[config.mk]
export PLATFORM = sky130hd
export DESIGN_NAME = spread_profile_gen
export DESIGN_NICKNAME = d
export VERILOG_FILES = /design/src/rtl/spread_pkg.sv /design/src/rtl/spread_select_sync.sv /design/src/rtl/spread_ramp_fsm.sv /design/src/rtl/spread_accum.sv /design/src/rtl/spread_profile_gen.sv
export SDC_FILE = /design/constraint.sdc
export NUM_CORES = 1
export LEC_CHECK = 0
export BUFFER_PORTS_ARGS = -buffer_cell sky130_fd_sc_hd__clkbuf_2
export CAP_MARGIN = 20
export CORE_MARGIN = 5
export CORE_UTILIZATION = 35
export CTS_CLUSTER_SIZE = 12
export DETAILED_ROUTE_END_ITERATION = 6
export SLEW_MARGIN = 0
export SYNTH_ARGS = -nofsm -noshare
export SYNTH_HDL_FRONTEND = slang
export SYNTH_SLANG_ARGS = --single-unit
[constraint.sdc]
create_clock -name clk -period 4.2 [get_ports clk]
set_input_delay 0.63 -clock clk [delete_from_list [all_inputs] [get_ports clk]]
set_output_delay 0.63 -clock clk [all_outputs]
set_load 0.05 [all_outputs]
[src/rtl/spread_pkg.sv]
package spread_pkg;

  // Spread depth settings; the numeric order indexes the step tables.
  typedef enum logic [2:0] {
    SPREAD_OFF  = 3'd0,
    SPREAD_025  = 3'd1,
    SPREAD_0375 = 3'd2,
    SPREAD_050  = 3'd3,
    SPREAD_075  = 3'd4,
    SPREAD_100  = 3'd5,
    SPREAD_150  = 3'd6
  } depth_e;

  // Strobes from the ramp sequencer to the accumulator; exactly one is active per cycle.
  typedef struct packed {
    logic deepen;   // falling ramp: magnitude grows by one step
    logic hitPeak;  // last falling cycle: magnitude forced to depth
    logic shallow;  // rising ramp: magnitude shrinks by one step
    logic hitZero;  // last rising cycle: magnitude forced to zero
  } ramp_ctrl_t;

  function automatic int depthPpm(input int idx);
    case (idx)
      int'(SPREAD_025):  return 2500;
      int'(SPREAD_0375): return 3750;
      int'(SPREAD_050):  return 5000;
      int'(SPREAD_075):  return 7500;
      int'(SPREAD_100):  return 10000;
      int'(SPREAD_150):  return 15000;
      default:           return 0;
    endcase
  endfunction

  // Level code: 00 low, 01 middle, 10 high, 11 treated as high.
  function automatic depth_e decodeSelect(input logic [1:0] hi, input logic [1:0] lo);
    logic [1:0] hiN;
    logic [1:0] loN;
    hiN = (hi == 2'b11) ? 2'b10 : hi;
    loN = (lo == 2'b11) ? 2'b10 : lo;
    case ({hiN, loN})
      4'b0001: return SPREAD_050;
      4'b0010: return SPREAD_0375;
      4'b0100: return SPREAD_025;
      4'b0101: return SPREAD_075;
      4'b0110: return SPREAD_100;
      4'b1000: return SPREAD_150;
      default: return SPREAD_OFF;
    endcase
  endfunction

endpackage

[src/rtl/spread_select_sync.sv]
module spread_select_sync
  import spread_pkg::*;
(
  input  logic       clk,
  input  logic [1:0] selHi,
  input  logic [1:0] selLo,
  output depth_e     rawDepth,
  output depth_e     sampledDepth
);

  always_comb rawDepth = decodeSelect(selHi, selLo);

  always_ff @(posedge clk) begin
    sampledDepth <= rawDepth;
  end

endmodule

[src/rtl/spread_ramp_fsm.sv]
module spread_ramp_fsm
  import spread_pkg::*;
#(
  parameter int HALF_CYCLES = 422
) (
  input  logic       clk,
  input  logic       rst,
  input  depth_e     rawDepth,
  input  depth_e     sampledDepth,
  output ramp_ctrl_t ctrl,
  output depth_e     activeDepth,
  output logic       settled
);

  localparam int CNT_W = $clog2(HALF_CYCLES);
  localparam logic [CNT_W-1:0] LAST = CNT_W'(HALF_CYCLES - 1);

  logic [CNT_W-1:0] phaseCnt;
  logic             rising;
  logic             lastCycle;

  always_comb begin
    lastCycle    = (phaseCnt == LAST);
    ctrl.deepen  = !rising && !lastCycle;
    ctrl.hitPeak = !rising &&  lastCycle;
    ctrl.shallow =  rising && !lastCycle;
    ctrl.hitZero =  rising &&  lastCycle;
  end

  always_ff @(posedge clk) begin
    if (rst) begin
      phaseCnt    <= '0;
      rising      <= 1'b0;
      activeDepth <= rawDepth;
      settled     <= 1'b0;
    end else begin
      if (lastCycle) begin
        phaseCnt <= '0;
        rising   <= !rising;
      end else begin
        phaseCnt <= phaseCnt + 1'b1;
      end

      if (ctrl.hitZero) begin
        activeDepth <= sampledDepth;
        settled     <= (sampledDepth == activeDepth);
      end else if (sampledDepth != activeDepth) begin
        settled <= 1'b0;
      end
    end
  end

endmodule

[src/rtl/spread_accum.sv]
module spread_accum
  import spread_pkg::*;
#(
  parameter int HALF_CYCLES = 422,
  parameter int FRAC_BITS   = 16,
  parameter int OFFSET_W    = 16
) (
  input  logic                       clk,
  input  logic                       rst,
  input  ramp_ctrl_t                 ctrl,
  input  depth_e                     activeDepth,
  output logic signed [OFFSET_W-1:0] offsetPpm
);

  localparam int MAG_W = OFFSET_W - 1;
  localparam int ACC_W = MAG_W + FRAC_BITS;
  localparam int SLOTS = 1 << $bits(depth_e);

  logic [ACC_W-1:0] stepArr [SLOTS];
  logic [ACC_W-1:0] peakArr [SLOTS];
  logic [ACC_W-1:0] acc;
  logic [ACC_W-1:0] step;
  logic [ACC_W-1:0] peak;
  logic [MAG_W-1:0] mag;

  // Per-depth step and peak in fixed point, folded to constants at elaboration.
  for (genvar i = 0; i < SLOTS; i++) begin : g_table
    localparam longint PeakFix = longint'(depthPpm(i)) <<< FRAC_BITS;
    localparam longint StepFix = PeakFix / HALF_CYCLES;
    assign peakArr[i] = PeakFix[ACC_W-1:0];
    assign stepArr[i] = StepFix[ACC_W-1:0];
  end

  always_comb begin
    step = stepArr[activeDepth];
    peak = peakArr[activeDepth];
  end

  always_ff @(posedge clk) begin
    if (rst) begin
      acc <= '0;
    end else if (ctrl.deepen) begin
      acc <= acc + step;
    end else if (ctrl.hitPeak) begin
      acc <= peak;
    end else if (ctrl.shallow) begin
      acc <= (acc > step) ? acc - step : '0;
    end else if (ctrl.hitZero) begin
      acc <= '0;
    end
  end

  always_comb begin
    mag       = acc[ACC_W-1:FRAC_BITS];
    offsetPpm = -$signed({1'b0, mag});
  end

endmodule

[src/rtl/spread_profile_gen.sv]
module spread_profile_gen
  import spread_pkg::*;
#(
  parameter int HALF_CYCLES = 422,
  parameter int FRAC_BITS   = 16,
  parameter int OFFSET_W    = 16
) (
  input  logic                       clk,
  input  logic                       rst,
  input  logic [1:0]                 selHi,
  input  logic [1:0]                 selLo,
  output logic signed [OFFSET_W-1:0] offsetPpm,
  output logic                       settled
);

  depth_e     rawDepth;
  depth_e     sampledDepth;
  depth_e     activeDepth;
  ramp_ctrl_t ctrl;

  spread_select_sync i_select (
    .clk          (clk),
    .selHi        (selHi),
    .selLo        (selLo),
    .rawDepth     (rawDepth),
    .sampledDepth (sampledDepth)
  );

  spread_ramp_fsm #(
    .HALF_CYCLES (HALF_CYCLES)
  ) i_fsm (
    .clk          (clk),
    .rst          (rst),
    .rawDepth     (rawDepth),
    .sampledDepth (sampledDepth),
    .ctrl         (ctrl),
    .activeDepth  (activeDepth),
    .settled      (settled)
  );

  spread_accum #(
    .HALF_CYCLES (HALF_CYCLES),
    .FRAC_BITS   (FRAC_BITS),
    .OFFSET_W    (OFFSET_W)
  ) i_accum (
    .clk         (clk),
    .rst         (rst),
    .ctrl        (ctrl),
    .activeDepth (activeDepth),
    .offsetPpm   (offsetPpm)
  );

endmodule

== Yosys cells after proc, flatten, opt, wreduce, memory -nomap -nowiden ==
Memory sizes are Yosys's and may differ from the RTL's.
Index checks and enable logic that the tools add are counted.

* Add/subtract/negate cells: 4
* Order comparisons: 2
* Eq/ne operators: 11
* Muxes and demuxes: 16
* Bitwise operators: 1
* Reductions and logical operators: 10

{| class="wikitable"
|+ Operators by type and width
! kind !! number
|-
| $mux 31 || 9
|-
| $add 31x31->31 || 1
|-
| $gt 31x31->1 || 1
|-
| $sub 31x31->31 || 1
|-
| $pmux 3 s6 || 1
|-
| $neg 15->16 || 1
|-
| $eq 4x3->1 const B || 3
|-
| $add 9x1->9 const B || 1
|-
| $eq 9x9->1 const B || 1
|-
| $mux 3 || 2
|-
| $eq 2x2->1 const B || 2
|-
| $eq 4x1->1 const B || 1
|-
| $eq 4x2->1 const B || 1
|-
| $eq 4x4->1 const B || 1
|-
| $ge 4x4->1 const B || 1
|-
| $logic_and 1x1->1 || 4
|-
| $mux 2 || 2
|-
| $not 3->4 || 1
|-
| $reduce_bool 2->1 || 2
|-
| $reduce_bool 4->1 || 1
|-
| $eq 3x3->1 || 1
|-
| $ne 3x3->1 || 1
|-
| $logic_not 1->1 || 2
|-
| $mux 1 || 2
|-
| $reduce_or 2->1 || 1
|}

* Bits in registers: 48
* ROM bits: 496
* Bits of input ports: 6
* Output and inout port bits: 17
* Word-level logic and storage cells: 52
* Memories kept: 2

{| class="wikitable"
|+ Memory list
! memory !! words !! bits a word !! rd ports !! clocked after Yosys merged registers in !! wr ports !! line !! text
|-
| (no name shown) || 8 || 31 || 1 || 0 || 0 || spread_accum.sv:35 || <nowiki>step = stepArr[activeDepth];</nowiki>
|-
| (no name shown) || 8 || 31 || 1 || 0 || 0 || spread_accum.sv:36 || <nowiki>peak = peakArr[activeDepth];</nowiki>
|}

== Logic depth before layout (Yosys ltp) ==
* Word-level depth: 9
* Mapped depth: 18
* Gate-level depth less buffers: 16

== By module ==
A second synthesis with hierarchy kept.

* Cells, all modules: 760
* Area, all modules: 5619.1 um^2

{| class="wikitable"
|+ By module, submodules not included
! module !! instances !! cells each !! area each (um^2) !! sequential area each (um^2)
|-
| spread_accum || 1 || 680 || 4820.9 || 620.6
|-
| spread_ramp_fsm || 1 || 69 || 685.7 || 310.3
|-
| spread_select_sync || 1 || 11 || 112.6 || 60.1
|}

== Worst setup path after synthesis ==
OpenSTA, ideal clock, no wires.

* Path kind: flip-flop to flip-flop
* Start point: reg i_fsm.activeDepth[0]
* End point: reg i_accum.acc[30]
* Setup time: 132 ps
* Data arrival time: 3275 ps
* Data required time: 4068 ps
* Slack: 793 ps
* Stages on the path, launching flop included: 15
* Buffers on the path: 1
* Period minus slack after synthesis: 3407 ps
* Path through: edfxtp_1 -> inv_1 -> ha_1 -> o21ai_0 -> inv_1 -> ha_1 -> buf_2 -> o21a_1 -> nor2_1 -> a31oi_1 -> o211ai_1 -> o41a_1 -> nor3_1 -> o221a_2 -> nor3_1

* Cells in the longest elaborated chain, start to end: 9
* Elaborated cells between the ends (all ways): 14
* Classes of those cells: add/sub (2); order compare (1); mux (8); bitwise (1); memory (2)

{| class="wikitable"
|+ Ends and longest elaborated chain
! what !! line !! text
|-
| from (decl) || spread_ramp_fsm.sv:11 || <nowiki>output depth_e activeDepth,</nowiki>
|-
| from (signal assigned) || spread_ramp_fsm.sv:34 || <nowiki>activeDepth <= rawDepth;</nowiki>
|-
| from (signal assigned) || spread_ramp_fsm.sv:45 || <nowiki>activeDepth <= sampledDepth;</nowiki>
|-
| $not 3->4 (implied by the code) * || spread_accum.sv:35, spread_accum.sv:36 ||
|-
| $mem_v2 8x31 || - ||
|-
| $mux 31 (implied by the code) (2 in a row) || spread_accum.sv:35 ||
|-
| $sub 31x31->31 or $gt 31x31->1 (tied branches) || spread_accum.sv:47 || <nowiki>acc <= (acc > step) ? acc - step : '0;</nowiki>
|-
| $mux 31 || spread_accum.sv:47 ||
|-
| $mux 31 || spread_accum.sv:46 || <nowiki>end else if (ctrl.shallow) begin</nowiki>
|-
| $mux 31 || spread_accum.sv:44 || <nowiki>end else if (ctrl.hitPeak) begin</nowiki>
|-
| $mux 31 * || spread_accum.sv:42 || <nowiki>end else if (ctrl.deepen) begin</nowiki>
|-
| to (signal assigned) || spread_accum.sv:43 || <nowiki>acc <= acc + step;</nowiki>
|-
| to (signal assigned) || spread_accum.sv:45 || <nowiki>acc <= peak;</nowiki>
|-
| to (signal assigned) || spread_accum.sv:47 ||
|-
| to (decl) || spread_accum.sv:21 || <nowiki>logic [ACC_W-1:0] acc;</nowiki>
|}

Mark *: on every way between the ends. The rest lies on a longest branch, timed or not. The select of a mux whose other input is x is not followed.
A chain may end at the register's enable or synchronous reset.

== Worst setup path in the final report ==
Same ends and word-level chain as after synthesis.

==> qor.csv <==
stage,metric,value,unit
clock_network,CTS tree,done,
logic_synthesis,Syn. warnings,0,
sta,fin crit period,3.97,ns
logic_synthesis,Synth Flop Type,dfxtp_1,
logic_synthesis,top cell type's share of synthesized area,17.4,%
cells_and_area,fin area,5630,um2
clock_network,H-tree levels,2,
cells_and_area,highest-count cells in the layout ignoring fill and taps,"nor2_1, a21oi_1, nand2_1",
global_route,first-pass GRT wire length,25900,um
cells_and_area,"commonest non-fill, non-tap cell in the layout",nor2_1,
logic_synthesis,Post-synth EDFFs,3,
worst_setup_path,Setup Crit Path Kind,reg2reg,
sta,setup_tns,0,ns
placed_design,post-place setup slack,0.0931,ns
placed_design,dpl cell area,5440,um2
sta,Final Hold Viols,0,
global_route,initial antenna violation count,0,
floorplan,chip width,132,um
sta,Slew headroom,28.3,%
cells_and_area,Nets,769,
cells_and_area,Area growth syn-to-layout,8.67,%
detailed_routing,Final Routed Wirelength,16000,um
logic_synthesis,synthesis-stage register bit count,48,
global_route,number of global-route vias before repair,4840,
detailed_routing,Post-route DRC,0,
clock_network,TritonCTS Buffers,5,
sta,RSZ-0062 raised after global routing,no,
floorplan,DIE HEIGHT,132,um
floorplan,core box area,14500,um2
power_and_ir_drop,worst vdd ir,256,uV
global_route,Total GRT Usage,18.0,%
sta,Slew Limit Fails,0,
global_route,largest net degree at the start of global routing,44,
floorplan,Site Rows,44,
worst_setup_path,Worst setup SP type,flip-flop,
placed_design,routability cong.,0.932,
sta,hold slack,0.491,ns
sta,final worst slack,0.231,ns
global_route,gr ovfl total,0,
detailed_routing,wire per inst,17.9,um
sta,final setup fails,0,
clock_network,Clock Latency Late Sink,0.31,ns
detailed_routing,DR pass1 iterations,5,
logic_synthesis,Synth Net Count,768,
worst_setup_path,Crit Path Max Fanout,9,
logic_synthesis,Syn Std Cell Area,5180,um2
logic_synthesis,Cells after Synth,707,
sta,Clock Skew,0.00667,ns
clock_network,CTS sink cnt,48,
detailed_routing,Initial DRC Count,403,
logic_synthesis,post-synthesis sequential area ratio,19.1,%
worst_setup_path,"Req. time, crit path",4.35,ns
sta,Final period util,94.5,%
cells_and_area,share of cells above drive strength 1,10.2,%
logic_synthesis,syn avg cell area,7.33,um2
clock_network,clk slew on worst S/H paths,0.08,ns
run,max_cap viols,0,
floorplan,Die Footprint,17300,um2
logic_synthesis,Synth area leaders,"dfxtp_1, ha_1, a21oi_1",
sta,Worst Tran Pin Value,1.08,ns
power_and_ir_drop,leak pwr,2.45,nW
detailed_routing,post-route ant nets,0,
cells_and_area,ant diodes,0,
clock_network,clock buffer depth,2,
cells_and_area,"Cell Count, Final, Fillers Out",893,
logic_synthesis,Netlist cell types,74,
detailed_routing,vias per cell,5.83,
worst_hold_path,worst hold path class,reg2reg,
outcome,status,"complete, no violations",
clock_network,root buf cell,clkbuf_16,
placed_design,# port buffers,22,
floorplan,Starting Density,35.7,%
detailed_routing,via count,5209,
sta,fmax,252,MHz
placed_design,# placed instances,885,
placed_design,DPL Wire Length,12000,um
worst_setup_path,CP endpoint kind,flip-flop,
worst_setup_path,critical path arrival,4.12,ns
logic_synthesis,Yosys top cell by area,dfxtp_1,
floorplan,Top Ports,23,
worst_setup_path,R2R setup slack,0.23,ns
logic_synthesis,Async SR Flop Fraction,0,%
power_and_ir_drop,pwr/cell area,589,nW/um2
where the power goes:
group	leakage (nW)	total, W	internal (W)	switching, W
registers	0.400	0.000609	0.000531	0.0000783
logic	1.97	0.00223	0.000745	0.00149
clock network	0.0822	0.000470	0.000260	0.000210
critical path: stages, from the launching register on:
cell and delay (ns):
edfxtp_1 0.38, inv_1 0.12, ha_1 0.24, nand2_1 0.17, o21ai_1 0.24, ha_1 0.50, a21o_1 0.18, nand4b_1 0.13
a31oi_1 0.34, o211ai_1 0.27, o41a_1 0.59, nor3_1 0.34, o221a_2 0.25, nor3_1 0.05
cell families after synthesis:
logic type | synth area share, %
xor gates and xnor gates | 7.27
muxes | 0.410
DFF | 19.1
and+or+nand+nor | 24.4
adders and majority gates | 13.6
AOI/OAI and AO/OA | 28.0
buffers and inverters | 7.32
layout make-up:
cell class,instances,area (um2)
inverter,42,158
clock inverter,2,17.5
tap,184,230
fill,1558,8900
sequential,48,991
multi-input combinational,571,3840
timing repair buffer,40,245
clock buffer,6,150
path summary, 6_finish.rpt:
check / endpoint / from / depth (start not counted)
hold reg to reg: i_fsm.phaseCnt[0]$_SDFF_PP0_ / i_fsm.phaseCnt[0]$_SDFF_PP0_ / 1
hold / removal: i_fsm.phaseCnt[0]$_SDFF_PP0_ / i_fsm.phaseCnt[0]$_SDFF_PP0_ / 1
setup / recovery: i_accum.acc[30]$_SDFFE_PP0P_ / i_fsm.activeDepth[0]$_DFFE_PP_ / 13
setup reg to reg: i_accum.acc[30]$_SDFFE_PP0P_ / i_fsm.activeDepth[0]$_DFFE_PP_ / 13
metrics by stage:
| step | utilization [%] | power, W |
|---|---|---|
| after CTS | 38.6 | 0.00328 |
| after global placement | 37.5 | 0.00282 |
| after detailed placement | 37.5 | 0.00280 |
| final | 38.7 | 0.00331 |
| after floorplan | - | 0.00229 |
| after global routing | 38.7 | 0.00355 |
registers in the layout, summed over array words and instances (netlist names):
signal,cells
i_accum.acc,31
i_fsm.activeDepth,3
i_fsm.phaseCnt,9
i_fsm.rising,1
i_fsm.settled,1
i_select.sampledDepth,3
metal layers:
layer	track usage, %	wire length, um	vias to the layer above
met5	0	0	-
met4	5.77	393	0
met3	2.60	1100	24
met2	27.0	6990	210
met1	26.6	7540	2445
li1	-	-	2530
cells in the mapped netlist, types with 4 or more instances:
master and n:
and3_1 6, o21ai_0 31, o221a_2 4, o31ai_1 7, nor4_1 8, inv_1 41
dfxtp_1 45, nand2b_1 10, o21a_1 4, nor3_1 28, a211oi_1 26, nor2b_1 17
a21oi_1 61, xor2_1 16, nand2_1 60, clkbuf_1 29, buf_2 9, nand4_1 7
a31oi_1 11, ha_1 53, or3_1 4, buf_6 4, and2_1 4, nor2_1 79
o21bai_1 9, xnor2_1 27, a21o_1 13, nand3_1 22
what timing repair did:
action,CTS,global route
gates resized for setup,0,4
buffers inserted,0,0
setup endpoints to repair,0,28
hold buffers,0,0
(Power assumes the default switching activity.)
